## src/rtl/burst_refresh_seq.sv

```systemverilog
module burst_refresh_seq #(
  parameter int CW = 9
) (
  input  logic          clk,
  input  logic          rst_n,
  input  logic          burst_en,
  input  logic [1:0]    eoc_sel,
  input  logic          ras_req_n,
  input  logic          cas_req_n,
  input  logic          flag_in,
  output logic          flag_out,
  output logic          flag_oe,
  output logic [3:0]    ras_n,
  output logic          cas_n,
  output logic [CW-1:0] row_addr,
  output logic          row_oe
);
  localparam logic [CW-1:0] EOC_S = CW'((1 << (CW - 2)) - 1);
  localparam logic [CW-1:0] EOC_M = CW'((1 << (CW - 1)) - 1);
  localparam logic [CW-1:0] EOC_L = CW'((1 << CW) - 1);

  logic          act, done;
  logic [1:0]    phase;
  logic [CW-1:0] cnt;
  logic [CW-1:0] eoc;
  logic          strobe;

  assign eoc = (eoc_sel == 2'b00) ? EOC_S : (eoc_sel == 2'b01) ? EOC_M : EOC_L;
  assign strobe = act & ~done & phase[1];

  always_ff @(posedge clk) begin
    if (!rst_n) begin
      act   <= 1'b0;
      done  <= 1'b0;
      phase <= 2'd0;
      cnt   <= '0;
    end else begin
      act <= burst_en;
      if (!act) begin
        phase <= 2'd0;
        done  <= 1'b0;
        if (!flag_in) cnt <= '0;
      end else if (!burst_en) begin
        phase <= 2'd0;
        done  <= 1'b0;
      end else if (!done) begin
        phase <= phase + 2'd1;
        if (phase == 2'd3) begin
          cnt <= cnt + 1'b1;
          if (cnt == eoc) done <= 1'b1;
        end
      end
    end
  end

  assign ras_n    = act ? {4{~strobe}} : {4{ras_req_n}};
  assign cas_n    = act ? 1'b1 : cas_req_n;
  assign row_addr = cnt;
  assign row_oe   = strobe;
  assign flag_oe  = act & done;
  assign flag_out = ~done;
endmodule


```

## config.mk

```make
export PLATFORM = sky130hd
export DESIGN_NAME = burst_refresh_seq
export DESIGN_NICKNAME = d
export VERILOG_FILES = /design/src/rtl/burst_refresh_seq.sv
export SDC_FILE = /design/constraint.sdc
export NUM_CORES = 1
export LEC_CHECK = 0
export BUFFER_PORTS_ARGS = -buffer_cell sky130_fd_sc_hd__clkbuf_2
export CORE_UTILIZATION = 43
export CTS_BUF_LIST = sky130_fd_sc_hd__clkbuf_16
export DETAILED_ROUTE_END_ITERATION = 7
export GPL_ROUTABILITY_DRIVEN = 0
export PLACE_DENSITY_LB_ADDON = 0.08
export SLEW_MARGIN = 20
export SYNTH_ARGS = -nofsm -noshare
export SYNTH_HDL_FRONTEND = slang
export SYNTH_SLANG_ARGS = --single-unit
```

## constraint.sdc

```tcl
create_clock -name clk -period 1.3 [get_ports clk]
set_input_delay 0.13 -clock clk [delete_from_list [all_inputs] [get_ports clk]]
set_output_delay 0.13 -clock clk [all_outputs]
set_load 0.01 [all_outputs]
```

* Yosys cells after proc, flatten, opt, wreduce, memory -nomap -nowiden
Index checks and enable logic that the tools add are counted.
** Word-level totals
- Bits in registers :: 13
- Input port bits :: 8
- Output and inout port bits :: 17
- Logic and storage cells :: 33
** Operators by class
- Add/sub/neg operators :: 2
- Eq/ne operators :: 7
- Mux-type cells :: 12
- Bitwise gates (word level) :: 5
- Reduce and logical (&&, ||, !) cells :: 3
** Operator list (count)
- two-way mux 9 bit :: 7
- adder 9 x 1 -> 9 bit, second input constant :: 1
- == test 9 bit :: 1
- two-way mux 1 bit :: 4
- two-way mux 4 bit :: 1
- != test 2 x 1 -> 1 bit, second input constant :: 2
- != test 2 bit, second input constant :: 2
- AND reduction 4 bit :: 1
- bitwise AND 1 bit :: 3
- AND reduction 3 bit :: 1
- adder 2 x 1 -> 2 bit, second input constant :: 1
- == test 2 x 1 -> 1 bit, second input constant :: 1
- == test 2 bit, second input constant :: 1
- logical NOT 2 bit :: 1
- inverter 1 bit :: 2

* Logic depth before layout (Yosys ltp)
- Word-level depth :: 7
- Mapped depth :: 5
- Depth with buffers taken out :: 4

* Worst setup path after synthesis
No wires, ideal clock.
- Kind :: register -> register
- From :: register phase[0]
- To :: register cnt[7], in the netlist row_addr[7]
- Setup time :: 0.072 ns
- Arrival :: 1.268 ns
- Data required time :: 1.228 ns
- Path slack :: -0.039 ns
- Cell stages (with the launch flop) :: 6
- Buffers on the path :: 1
- Clock period less this slack :: 1.339 ns
- Path through :: dfxtp_1 -> ha_1 -> nand4b_4 -> buf_6 -> a211oi_1 -> mux2i_1
** On the way
- Longest elaborated chain between the ends :: 3
** RTL lines
- start, declared :: line 23 : logic [1:0] phase;
- start signal, assigned :: line 47 : phase <= phase + 2'd1;
- == test 2 bit :: line 48 : if (phase == 2'd3) begin
- != test 2 x 1 -> 1 bit (no source line)
- AND reduction 4 bit (no source line)
- end signal, assigned :: line 49 : cnt <= cnt + 1'b1;
- end, declared :: line 24 : logic [CW-1:0] cnt;
Every way passes these cells.
A chain may end at the register's enable or synchronous reset.

* Worst setup path in the final report
- From :: register act
- To :: output ras_n[1]
** On the way
- Longest elaborated chain between the ends :: 4
** RTL lines
- start, declared :: line 22 : logic act, done;
- start signal, assigned :: line 38 : act <= burst_en;
- bitwise AND 1 bit (2 in series) :: line 29 : assign strobe = act & ~done & phase[1];
- inverter 1 bit :: line 56 : assign ras_n = act ? {4{~strobe}} : {4{ras_req_n}};
- two-way mux 4 bit (*) :: line 56
- end, declared :: line 13 : output logic [3:0] ras_n,
Every way passes the cells marked *; elsewhere a longest branch is shown, timed or not.

==> impl_metrics.py <==
metrics = {
    "run_status": {
        "outcome": "complete, but fails checks",
        "failed_checks": "DRC, setup timing",
    },
    "cells_and_area": {
        "diodes": 0,
        "syn2layout_area_growth_pct": 52.7,
        "utilization": 0.721,
        "drive_gt1_frac": 0.471,
        "stdcell_count": 135,
        "seqCellArea_um2": 268,
        "multi_input_area_um2": 495,
        "nets": 130,
        "fin_area_um2": 1120,
        "fillers": 119,
    },
    "sta": {
        "holdWs_ps": 214,
        "fmax_mhz": 767,
        "finalCritPeriodShare": 1.00,
        "drv_slew": 0,
        "tightest_slew_ps": 389,
        "fin_ws_ps": -4.04,
        "rsz0062_at_grt": "true",
        "setup-violations-final": 4,
        "slew_headroom": 0.738,
        "min_period_ps": 1300,
        "hold_violations": 0,
        "fin_skew_ps": 1.59,
    },
    "yosys": {
        "syn_inst": 83,
        "ys.flop_type": "dfxtp_1",
        "synth.most_common_cell": "dfxtp_1",
        "syn-num-nets": 93,
        "yosys_warnings": 0,
        "post-synth-top-area-cell": "dfxtp_1",
        "netlist_area_um2": 736,
        "ys_ff_latch": 13,
        "synth_top_area_frac": 0.354,
        "async_flop_share": 0,
        "synthTopCellsByCount": "dfxtp_1 (13), nand2_1 (9), nand3_1 (7), nor2_1 (6), mux2i_1 (5)",
        "synth_area_leaders": "dfxtp_1 (35%), mux2i_1 (6.8%), nand3_1 (4.8%)",
        "ys_seq_area_frac": 0.354,
        "synth.distinct_cells": 27,
        "synth_edf_count": 0,
        "syn_avg_cell_area_um2": 8.86,
    },
    "global_routing": {
        "antenna_found_initial": 0,
        "grt_remaining_overflow": 0,
        "grt_use_total": 0.220,
        "grt_first_pass_wirelength_mm": 3.02,
        "grt_start_max_net_pins": 12,
        "grt_pass1_vias": 691,
    },
    "critical_path": {
        "cp_max_fo": 5,
        "cpPeakStageDelay_ps": 370,
        "critPathSlowestCell": "dfxtp_4",
        "crit_type": "flip-flop to primary output",
        "path_cells": "buf_6 > and3_4 > nor2_4 > buf_6",
        "critPathLaunchType": "flip-flop",
        "cp-end-kind": "primary output",
        "crit_path_frequent_cell": "buf_6",
        "crit_required_ps": 1170,
        "arrival_ps": 1170,
    },
    "clock_network": {
        "clock-sinks": 13,
        "clk_path_buf_depth": 2,
        "cts_buffers": 3,
        "htree_num_levels": 1,
        "cts_tree": "done",
        "cts_root_buf": "clkbuf_16",
        "clk_latency_ps": 240,
        "clkTransAtPathRegs_ps": 40,
    },
    "die": {
        "start_util": 0.472,
        "io_pins": 25,
        "die_area_um2": 1880,
        "rows": 14,
        "die_height_um": 43.4,
        "die_width_um": 43.4,
        "core_area_um2": 1560,
    },
    "power_and_ir_drop": {
        "power.leakage_nw": 0.497,
        "power.total_mw": 1.07,
        "pwr_density_cell_nw_per_um2": 950,
        "ir_worst_vdd_mv": 0.673,
    },
    "routing": {
        "firstDrtPassIters": 6,
        "vias": 756,
        "drt-initial-drc-count": 15,
        "drc": 6,
        "drt-total-wl_mm": 1.89,
        "wl_per_cell_um": 14.0,
        "drtAntennaViolNets": 0,
        "viasPerCell": 5.60,
    },
    "placement": {
        "hpwl_mm": 1.17,
        "dpl-instance-area_um2": 928,
        "io_buffers": 24,
        "dp_cells": 128,
    },
    "run": {
        "drv_cap": 0,
    },
    "hold_path": {
        "hold_class": "input port to flip-flop",
    },
}
==> path summary, 6_finish.rpt <==
path | from | to | slack [ps] | depth (start not counted)
setup reg to reg | phase[1] | row_addr[4] | 40 | 4
hold / removal | rst_n | row_addr[0] | 210 | 2
setup / recovery | act | ras_n[1] | -4 | 4
hold reg to reg | row_addr[6] | row_addr[6] | 490 | 2
==> final cells by class <==
type,instances,area share
Inverter,3,0.0100
Tap cell,16,0.0178
Clock inverter,1,0.00334
Timing Repair Buffer,37,0.223
Clock buffer,3,0.0668
Multi-Input combinational cell,62,0.441
Sequential cell,13,0.238
==> routing by layer <==
layer  global-route usage  wire (um)
met5                    0          0
met3               0.0417         82
met2                0.367        957
met1                0.272        813
met4                0.106         36
==> what timing repair did <==
action,in CTS,in global routing
gates resized for setup,4,18
hold buffers,0,0
setup buffers,1,1
cloned,0,1
endpoints found under the setup margin,11,13
pin swaps,2,7
==> cell usage in the layout, fill, tap and decap left out <==
master,netlist,final
clkbuf_2,0,20
buf_4,3,11
nand2_1,9,9
dfxtp_1,13,9
nand3_1,7,7
buf_6,1,6
nor2_1,6,5
mux2i_1,5,5
inv_1,3,4
nand2b_1,4,4
a211oi_2,0,4
o2111ai_1,3,3
a2111o_1,3,3
o21a_1,3,3
clkbuf_16,0,3
dfxtp_2,0,3
and2_1,2,2
nand4b_4,1,2
and3_1,3,2
xor2_1,2,2
and3_4,0,1
nor2_4,0,1
or2_2,1,1
or2_4,0,1
o21ai_0,1,1
nand4_1,1,1
o31ai_1,1,1
nor3_1,1,1
o2bb2ai_1,1,1
ha_2,0,1
ha_4,0,1
dfxtp_4,0,1
==> worst max-delay path, delay by kind of cell (launching register included) <==
kind | cells | cell delay, ps
DFF | 1 | 370
and+or+nand+nor | 2 | 320
buffers and inverters | 2 | 250
==> sequential cells by signal (all words and copies together), names as in the netlist <==
name	cells
row_addr	9
phase	2
done	1
act	1
==> cells by family (layout without fill, tap and decap cells) <==
logic type,count (synthesis),count (layout),share of synthesized area
buffers and inverters,9,44,0.0731
multiplexers,5,5,0.0680
flip-flops,13,13,0.354
AO/OA/AOI/OAI,16,16,0.182
adder cells (fa/ha/maj),2,2,0.0340
AND/OR/NAND/NOR,36,37,0.265
XOR/XNOR,2,2,0.0238
==> power breakdown <==
group / switching, mW / internal (mW) / total [mW]
Sequential: 0.00490 / 0.402 / 0.407
Combinational: 0.0472 / 0.0445 / 0.0918
Clock: 0.164 / 0.405 / 0.569
==> metrics by stage <==
step	setup TNS [ps]	worst slack, ps
floorplan	0	5.65
global placement	-22.8	-12.8
detailed placement	-91.2	-26.1
CTS	-157	-34.2
global route	-146	-35.5
finish	-11.7	-4.04
(Power assumes the default switching activity.)
